`config.mk`:
```
export PLATFORM = sky130hd
export DESIGN_NAME = insn_framer
export DESIGN_NICKNAME = d
export VERILOG_FILES = /design/src/rtl/ifr_pkg.sv /design/src/rtl/ifr_prefix_class.sv /design/src/rtl/ifr_addr_decode.sv /design/src/rtl/ifr_sequencer.sv /design/src/rtl/ifr_record_reg.sv /design/src/rtl/insn_framer.sv
export SDC_FILE = /design/constraint.sdc
export NUM_CORES = 1
export LEC_CHECK = 0
export BUFFER_PORTS_ARGS = -buffer_cell sky130_fd_sc_hd__buf_2
export CAP_MARGIN = 40
export CORE_ASPECT_RATIO = 0.9
export CORE_MARGIN = 4
export CORE_UTILIZATION = 55
export CTS_CLUSTER_DIAMETER = 60
export CTS_CLUSTER_SIZE = 12
export DETAILED_ROUTE_END_ITERATION = 16
export PLACE_DENSITY_LB_ADDON = 0.08
export SLEW_MARGIN = 20
export SYNTH_ARGS = -nofsm -noshare
export SYNTH_HDL_FRONTEND = slang
export SYNTH_SLANG_ARGS = --single-unit
```
`constraint.sdc`:
```
create_clock -name clk -period 7.6 [get_ports clk]
set_input_delay 0.38 -clock clk [delete_from_list [all_inputs] [get_ports clk]]
set_output_delay 0.38 -clock clk [all_outputs]
set_load 0.02 [all_outputs]
```
`src/rtl/ifr_pkg.sv`:
```
package ifr_pkg;
   localparam int BYTE_W  = 8;
   localparam int FIELD_W = 32;
   localparam int OPC_W   = 3 * BYTE_W;
   localparam int LEN_W   = 4;
   localparam int PCNT_W  = 3;
   localparam int NGRP    = 4;

   typedef enum logic [2:0] {
      PH_PFX, PH_OP2, PH_OP3, PH_MODRM, PH_SIB, PH_DISP, PH_IMM
   } phase_e;

   typedef struct packed {
      logic [LEN_W-1:0]   len;
      logic [PCNT_W-1:0]  pfx_cnt;
      logic [NGRP-1:0]    grp_mask;
      logic [BYTE_W-1:0]  g1_byte;
      logic [BYTE_W-1:0]  g2_byte;
      logic               err;
      logic [1:0]         opc_len;
      logic [OPC_W-1:0]   opcode;
      logic               has_modrm;
      logic [BYTE_W-1:0]  modrm;
      logic               has_sib;
      logic [BYTE_W-1:0]  sib;
      logic [2:0]         disp_len;
      logic [FIELD_W-1:0] disp;
      logic [2:0]         imm_len;
      logic [FIELD_W-1:0] imm;
   } frame_t;

   function automatic logic [2:0] code_to_bytes(input logic [1:0] code);
      return (code == 2'd3) ? 3'd4 : {1'b0, code};
   endfunction
endpackage

```
`src/rtl/ifr_prefix_class.sv`:
```
module ifr_prefix_class
   import ifr_pkg::*;
(
   input  logic [BYTE_W-1:0] byte_in,
   output logic              is_pfx,
   output logic [1:0]        grp
);
   localparam int NCODE = 11;
   localparam logic [BYTE_W-1:0] CODE [NCODE] = '{
      8'hF0, 8'hF2, 8'hF3,
      8'h26, 8'h2E, 8'h36, 8'h3E, 8'h64, 8'h65,
      8'h66, 8'h67
   };
   localparam logic [1:0] GRP [NCODE] = '{
      2'd0, 2'd0, 2'd0,
      2'd1, 2'd1, 2'd1, 2'd1, 2'd1, 2'd1,
      2'd2, 2'd3
   };

   logic [NCODE-1:0] hit;

   for (genvar i = 0; i < NCODE; i++) begin : g_cmp
      assign hit[i] = (byte_in == CODE[i]);
   end

   assign is_pfx = |hit;

   always_comb begin
      grp = 2'd0;
      for (int i = 0; i < NCODE; i++) begin
         if (hit[i]) grp = GRP[i];
      end
   end
endmodule

```
`src/rtl/ifr_addr_decode.sv`:
```
module ifr_addr_decode (
   input  logic [1:0] mode,
   input  logic [2:0] rm,
   input  logic [2:0] base,
   output logic       need_sib,
   output logic [2:0] disp_len
);
   assign need_sib = (mode != 2'd3) && (rm == 3'd4);

   always_comb begin
      unique case (mode)
         2'd1:    disp_len = 3'd1;
         2'd2:    disp_len = 3'd4;
         2'd0: begin
            if (rm == 3'd5)                       disp_len = 3'd4;
            else if (rm == 3'd4 && base == 3'd5)  disp_len = 3'd4;
            else                                  disp_len = 3'd0;
         end
         default: disp_len = 3'd0;
      endcase
   end
endmodule

```
`src/rtl/ifr_sequencer.sv`:
```
module ifr_sequencer
   import ifr_pkg::*;
#(
   parameter int MAX_LEN = 15,
   parameter int MAX_PFX = 4
) (
   input  logic              clk,
   input  logic              rst_n,
   input  logic              accept,
   input  logic [BYTE_W-1:0] din,
   input  logic              hint_modrm,
   input  logic [1:0]        hint_imm_code,
   input  logic              is_pfx,
   input  logic [1:0]        grp,
   input  logic              need_sib,
   input  logic [2:0]        dec_len,
   output logic [1:0]        dec_mod,
   output logic [2:0]        dec_rm,
   output logic [2:0]        dec_base,
   output frame_t            rec,
   output logic              rec_load
);
   phase_e     ph_q, ph_n;
   frame_t     w_q, w_n;
   logic [1:0] idx_q, idx_n;
   logic       done, abort;
   logic       take_final, after_addr, after_disp, go_imm;
   logic [BYTE_W-1:0] dec_modrm;

   assign dec_modrm = (ph_q == PH_MODRM) ? din : w_q.modrm;
   assign dec_mod   = dec_modrm[7:6];
   assign dec_rm    = dec_modrm[2:0];
   assign dec_base  = din[2:0];

   always_comb begin
      w_n        = w_q;
      ph_n       = ph_q;
      idx_n      = idx_q;
      done       = 1'b0;
      abort      = 1'b0;
      take_final = 1'b0;
      after_addr = 1'b0;
      after_disp = 1'b0;
      go_imm     = 1'b0;
      w_n.len    = w_q.len + 1'b1;

      unique case (ph_q)
         PH_PFX: begin
            if (is_pfx) begin
               if (w_q.pfx_cnt == PCNT_W'(MAX_PFX)) begin
                  w_n.err = 1'b1;
                  abort   = 1'b1;
               end else begin
                  w_n.pfx_cnt = w_q.pfx_cnt + 1'b1;
                  if (w_q.grp_mask[grp]) begin
                     w_n.err = 1'b1;
                  end else begin
                     w_n.grp_mask[grp] = 1'b1;
                     if (grp == 2'd0) w_n.g1_byte = din;
                     if (grp == 2'd1) w_n.g2_byte = din;
                  end
               end
            end else begin
               w_n.opcode[7:0] = din;
               w_n.opc_len     = 2'd1;
               if (din == 8'h0F) ph_n = PH_OP2;
               else              take_final = 1'b1;
            end
         end
         PH_OP2: begin
            w_n.opcode[15:8] = din;
            w_n.opc_len      = 2'd2;
            if (din == 8'h38 || din == 8'h3A) ph_n = PH_OP3;
            else                              take_final = 1'b1;
         end
         PH_OP3: begin
            w_n.opcode[23:16] = din;
            w_n.opc_len       = 2'd3;
            take_final        = 1'b1;
         end
         PH_MODRM: begin
            w_n.modrm = din;
            if (need_sib) begin
               w_n.has_sib = 1'b1;
               ph_n        = PH_SIB;
            end else begin
               w_n.disp_len = dec_len;
               after_addr   = 1'b1;
            end
         end
         PH_SIB: begin
            w_n.sib      = din;
            w_n.disp_len = dec_len;
            after_addr   = 1'b1;
         end
         PH_DISP: begin
            w_n.disp[{idx_q, 3'b000} +: BYTE_W] = din;
            idx_n = idx_q + 1'b1;
            if ({1'b0, idx_q} + 3'd1 == w_q.disp_len) after_disp = 1'b1;
         end
         PH_IMM: begin
            w_n.imm[{idx_q, 3'b000} +: BYTE_W] = din;
            idx_n = idx_q + 1'b1;
            if ({1'b0, idx_q} + 3'd1 == w_q.imm_len) done = 1'b1;
         end
         default: ph_n = PH_PFX;
      endcase

      if (take_final) begin
         w_n.has_modrm = hint_modrm;
         w_n.imm_len   = code_to_bytes(hint_imm_code);
         if (hint_modrm) ph_n = PH_MODRM;
         else            go_imm = 1'b1;
      end
      if (after_addr) begin
         if (w_n.disp_len != 3'd0) begin
            ph_n  = PH_DISP;
            idx_n = 2'd0;
         end else begin
            go_imm = 1'b1;
         end
      end
      if (after_disp) go_imm = 1'b1;
      if (go_imm) begin
         if (w_n.imm_len != 3'd0) begin
            ph_n  = PH_IMM;
            idx_n = 2'd0;
         end else begin
            done = 1'b1;
         end
      end

      if (!done && !abort && w_n.len == LEN_W'(MAX_LEN)) begin
         w_n.err = 1'b1;
         abort   = 1'b1;
      end
   end

   assign rec      = w_n;
   assign rec_load = accept && (done || abort);

   always_ff @(posedge clk) begin
      if (!rst_n) begin
         w_q   <= '0;
         ph_q  <= PH_PFX;
         idx_q <= 2'd0;
      end else if (accept) begin
         if (done || abort) begin
            w_q   <= '0;
            ph_q  <= PH_PFX;
            idx_q <= 2'd0;
         end else begin
            w_q   <= w_n;
            ph_q  <= ph_n;
            idx_q <= idx_n;
         end
      end
   end
endmodule

```
`src/rtl/ifr_record_reg.sv`:
```
module ifr_record_reg
   import ifr_pkg::*;
(
   input  logic   clk,
   input  logic   rst_n,
   input  logic   load,
   input  frame_t rec_in,
   input  logic   take,
   output logic   valid,
   output logic   space,
   output frame_t rec_out
);
   assign space = !valid || take;

   always_ff @(posedge clk) begin
      if (!rst_n) begin
         valid   <= 1'b0;
         rec_out <= '0;
      end else if (load) begin
         valid   <= 1'b1;
         rec_out <= rec_in;
      end else if (take) begin
         valid   <= 1'b0;
      end
   end
endmodule

```
`src/rtl/insn_framer.sv`:
```
module insn_framer
   import ifr_pkg::*;
#(
   parameter int MAX_LEN = 15,
   parameter int MAX_PFX = 4
) (
   input  logic        clk,
   input  logic        rst_n,
   input  logic        in_valid,
   input  logic [7:0]  in_data,
   output logic        in_ready,
   input  logic        hint_modrm,
   input  logic [1:0]  hint_imm_code,
   output logic        out_valid,
   input  logic        out_ready,
   output logic [3:0]  out_len,
   output logic        out_err,
   output logic [2:0]  out_pfx_count,
   output logic [3:0]  out_pfx_mask,
   output logic [7:0]  out_g1_byte,
   output logic [7:0]  out_g2_byte,
   output logic [1:0]  out_opc_len,
   output logic [23:0] out_opcode,
   output logic        out_has_modrm,
   output logic [1:0]  out_mod,
   output logic [2:0]  out_reg,
   output logic [2:0]  out_rm,
   output logic        out_has_sib,
   output logic [1:0]  out_scale,
   output logic [2:0]  out_index,
   output logic [2:0]  out_base,
   output logic [2:0]  out_disp_len,
   output logic [31:0] out_disp,
   output logic [2:0]  out_imm_len,
   output logic [31:0] out_imm
);
   if (MAX_LEN < 2 || MAX_LEN > (1 << LEN_W) - 1) begin : g_bad_len
      $error("insn_framer: MAX_LEN out of range");
   end
   if (MAX_PFX < 1 || MAX_PFX >= (1 << PCNT_W) || MAX_PFX >= MAX_LEN) begin : g_bad_pfx
      $error("insn_framer: MAX_PFX out of range");
   end

   logic       accept, is_pfx, need_sib, rec_load;
   logic [1:0] grp, dec_mod;
   logic [2:0] dec_rm, dec_base, dec_len;
   frame_t     rec_n, rec_q;

   assign accept = in_valid && in_ready;

   ifr_prefix_class i_class (
      .byte_in (in_data),
      .is_pfx  (is_pfx),
      .grp     (grp)
   );

   ifr_addr_decode i_addr (
      .mode     (dec_mod),
      .rm       (dec_rm),
      .base     (dec_base),
      .need_sib (need_sib),
      .disp_len (dec_len)
   );

   ifr_sequencer #(.MAX_LEN(MAX_LEN), .MAX_PFX(MAX_PFX)) i_seq (
      .clk           (clk),
      .rst_n         (rst_n),
      .accept        (accept),
      .din           (in_data),
      .hint_modrm    (hint_modrm),
      .hint_imm_code (hint_imm_code),
      .is_pfx        (is_pfx),
      .grp           (grp),
      .need_sib      (need_sib),
      .dec_len       (dec_len),
      .dec_mod       (dec_mod),
      .dec_rm        (dec_rm),
      .dec_base      (dec_base),
      .rec           (rec_n),
      .rec_load      (rec_load)
   );

   ifr_record_reg i_out (
      .clk     (clk),
      .rst_n   (rst_n),
      .load    (rec_load),
      .rec_in  (rec_n),
      .take    (out_ready),
      .valid   (out_valid),
      .space   (in_ready),
      .rec_out (rec_q)
   );

   assign out_len       = rec_q.len;
   assign out_err       = rec_q.err;
   assign out_pfx_count = rec_q.pfx_cnt;
   assign out_pfx_mask  = rec_q.grp_mask;
   assign out_g1_byte   = rec_q.g1_byte;
   assign out_g2_byte   = rec_q.g2_byte;
   assign out_opc_len   = rec_q.opc_len;
   assign out_opcode    = rec_q.opcode;
   assign out_has_modrm = rec_q.has_modrm;
   assign out_mod       = rec_q.modrm[7:6];
   assign out_reg       = rec_q.modrm[5:3];
   assign out_rm        = rec_q.modrm[2:0];
   assign out_has_sib   = rec_q.has_sib;
   assign out_scale     = rec_q.sib[7:6];
   assign out_index     = rec_q.sib[5:3];
   assign out_base      = rec_q.sib[2:0];
   assign out_disp_len  = rec_q.disp_len;
   assign out_disp      = rec_q.disp;
   assign out_imm_len   = rec_q.imm_len;
   assign out_imm       = rec_q.imm;
endmodule

```
==> flow_summary.toml <==
[grt]
grt_pass1_wl_um = 61600
grt_pass1_vias = 10800
grt_usage = 0.285
grt-ovfl-total = 0
antenna_found_initial = 0
grt_max_degree = 100

[pwr]
switching_power_mw = 1.58
seqPwrFrac = 0.406
p_total_mw = 4.39
p_comb_frac = 0.309
p_int_mw = 2.82
pwr_density_cell_nw_per_um2 = 299
clkPwrFrac = 0.285
leakage_nw = 5.87
ir_drop_mv = 0.177
swShare = 0.359

[flow_run]
drv_cap = 0

[die]
start_util = 0.561
core_um2 = 23500
die_w_um = 171
dieHeight_um = 155
row_count = 53
die-area_um2 = 26500
io-pin-count = 159

[logic_synthesis]
syn_avg_cell_area_um2 = 9.19
synth_edf_count = 0
synth_warnings = 0
ys_seq_area_frac = 0.441
async_flop_share = 0
syn_inst = 1433
syn_nets = 1458
ys_seq_elements = 290
synthFlopType = "dfxtp_1"
synth_area_um2 = 13200
yosys.cell_types.count = 79

[timing]
setup_viol = 0
fin_setup_tns_ns = 0
slew_violations = 0
finalClockSkew_ns = 0.0147
hold-worst-slack_ns = 0.166
fin_crit_ns = 4.32
worst_slew_pin_slew_ns = 0.836
max_slew_margin = 0.440
fmaxAchievable_mhz = 232
rsz0062_at_grt = "false"
final_hold_viol_count = 0
finalCritPeriodShare = 0.568

[worst_setup_path]
rr_worst_depth = 9
cp.arrival_ns = 4.75
critPathLaunchType = "register"
path_cells = "and3b_1, mux2i_1, o211a_1, o21ai_1, a21oi_4, buf_4, nor3_2, buf_4, a32o_1"
worstSetupPathType = "register to register"
cp_common_cell = "buf_4"
regToRegSetupSlack_ns = 3.28
slowest_delay_ns = 0.68
critPathBufInv = 2
r2r-end = "i_seq.w_q[104]$_SDFFE_PN0P_"
cp.required_ns = 8.03
end_kind = "register"
crit_family = "compound AO/OA/AOI/OAI gates"
slowest_stage = "mux2i_1"
crit_path_max_fanout = 50
rr_startpoint = "i_seq.ph_q[1]$_SDFFE_PN0P_"

[clock_tree]
numCtsBuffers = 28
clk_transition_reported_paths_ns = 0.06
post_cts_buffers = 0
clockBufferDepth = 3
cts_root_buf = "clkbuf_16"
cts_tree = "yes"
clock_latency_ns = 0.54
hold_buffers = 0
cts_sinks = 290
cts_resized = 0
h-tree-depth = 1

[final_layout]
final_util = 0.626
drive_gt1_frac = 0.184
num_antenna_cells = 0
final_nets = 1507
synthToLayoutAreaGrowth_pct = 11.5
fill_cells = 2064

[route]
viasPerCell = 6.57
vias = 11700
wl_per_cell_um = 21.8
ant_nets = 0
drc = 0
drt_iter0_markers = 1159
firstDrtPassIters = 6
wl_um = 38900

[min_path]
hp-start = "hint_modrm"
min_to = "i_seq.w_q[87]$_SDFFE_PN0P_"
hold_class = "primary input to register"
holdPathStages = 3

[placement]
port-buffer-count = 158
place_congestion = 0.883
dp_hpwl_um = 24800

[status]
status = "completed"
-- metal layers --
metal,vias to the layer above,part of all wire,routed length [um],GRT usage
met1,5641,0.46,17900,0.421
li1,5524,-,-,-
met4,0,0.023,884,0.0739
met2,492,0.44,17100,0.434
met5,-,0,0,0
met3,66,0.076,2970,0.0475
-- worst min-delay path, stage by stage --
cell and delay, ns:
buf_2 0.13, nand2_1 0.07, o32ai_1 0.07
-- flip-flops by register name, summed over array words and instances, names as in the netlist --
register	cells
i_seq.ph_q	3
i_seq.idx_q	2
i_out.valid	1
i_out.rec_out	142
i_seq.w_q	142
-- cell type report --
| cell class | count | area, um^2 | area share |
|---|---|---|---|
| well taps | 302 | 378 | 0.0257 |
| clock inverters | 2 | 38.8 | 0.00264 |
| multi-input cells | 965 | 6650 | 0.453 |
| repair buffers | 182 | 1030 | 0.0701 |
| clock buffers | 29 | 726 | 0.0494 |
| inverters | 15 | 56.3 | 0.00383 |
| flip-flops and latches | 290 | 5810 | 0.395 |
-- Yosys cell counts, drive strengths merged (8+ instances only) --
master   count  area (um^2)
ha          10          125
o211ai      32          240
a32o        53          531
clkbuf     112          420
a211oi      62          518
buf         51          272
o211a       42          420
o21ai       34          174
mux2i       66          664
nor3b        8         60.1
a21oi       34          196
and2         9         56.3
nor2        47          176
nand2      205          772
o31ai       13          146
inv         15         56.3
or4          9         67.6
a22oi       45          338
dfxtp      290         5810
a31oi       75          494
o22ai       37          231
nand4       31          194
o2bb2ai     15          131
a31o        12          105
nand3       31          155
a311oi      18          164
-- worst max path at each step --
stage                                 from                               to  slack (ns)  cells past startpoint
2_1_floorplan  i_seq.idx_q[0]$_SDFFE_PN0P_      i_seq.w_q[124]$_SDFFE_PN0P_        4.67                     13
3_3_place_gp                    in_data[5]      i_seq.w_q[121]$_SDFFE_PN0P_        2.94                      9
3_5_place_dp                    in_data[5]  i_out.rec_out[125]$_SDFFE_PN0P_        3.07                     10
4_1_cts         i_seq.ph_q[1]$_SDFFE_PN0P_  i_out.rec_out[125]$_SDFFE_PN0P_        3.38                      9
5_1_grt         i_seq.ph_q[1]$_SDFFE_PN0P_      i_seq.w_q[122]$_SDFFE_PN0P_        3.06                      8
6_report        i_seq.ph_q[1]$_SDFFE_PN0P_      i_seq.w_q[104]$_SDFFE_PN0P_        3.28                      9
-- cell families after synthesis --
group	after synthesis	share of synthesized area
compound gates	497	0.299
buf+inv	178	0.0568
simple gates	382	0.136
fa+ha+maj	10	0.00950
mux	68	0.0524
flops	290	0.441
xor+xnor	8	0.00532
-- stage by stage --
stage,area [um^2],worst slack (ns),std cells
after floorplan,13200,4.67,1433
after global placement,13800,2.94,1747
after detailed placement,13900,3.07,1751
after CTS,14700,3.38,1782
after global routing,14700,3.06,1785
final,14700,3.28,1785
-- power by group through the flow --
| stage | clock network (mW) | logic, mW | registers [mW] |
|---|---|---|---|
| after floorplan | 0 | 0.831 | 1.94 |
| after global placement | 0 | 1.30 | 1.81 |
| after detailed placement | 0 | 1.33 | 1.81 |
| after CTS | 1.28 | 1.33 | 1.78 |
| after global routing | 1.33 | 1.46 | 1.80 |
| final | 1.25 | 1.36 | 1.79 |
-- cells in the final DEF (no fill, tap or decap), types with 15 or more instances in the layout --
cell type	n
o22ai_1	37
o211a_1	42
a22oi_1	45
a311oi_1	17
nand4_1	31
nand3_1	30
a32o_1	53
dfxtp_1	290
buf_4	21
o211ai_1	32
clkbuf_16	29
o21ai_0	30
a31oi_1	71
a21oi_1	31
nand2_1	203
buf_2	157
mux2i_1	65
o2bb2ai_1	15
nor2_1	47
a211oi_1	53
Note: power is estimated with default switching activity, not from simulation.
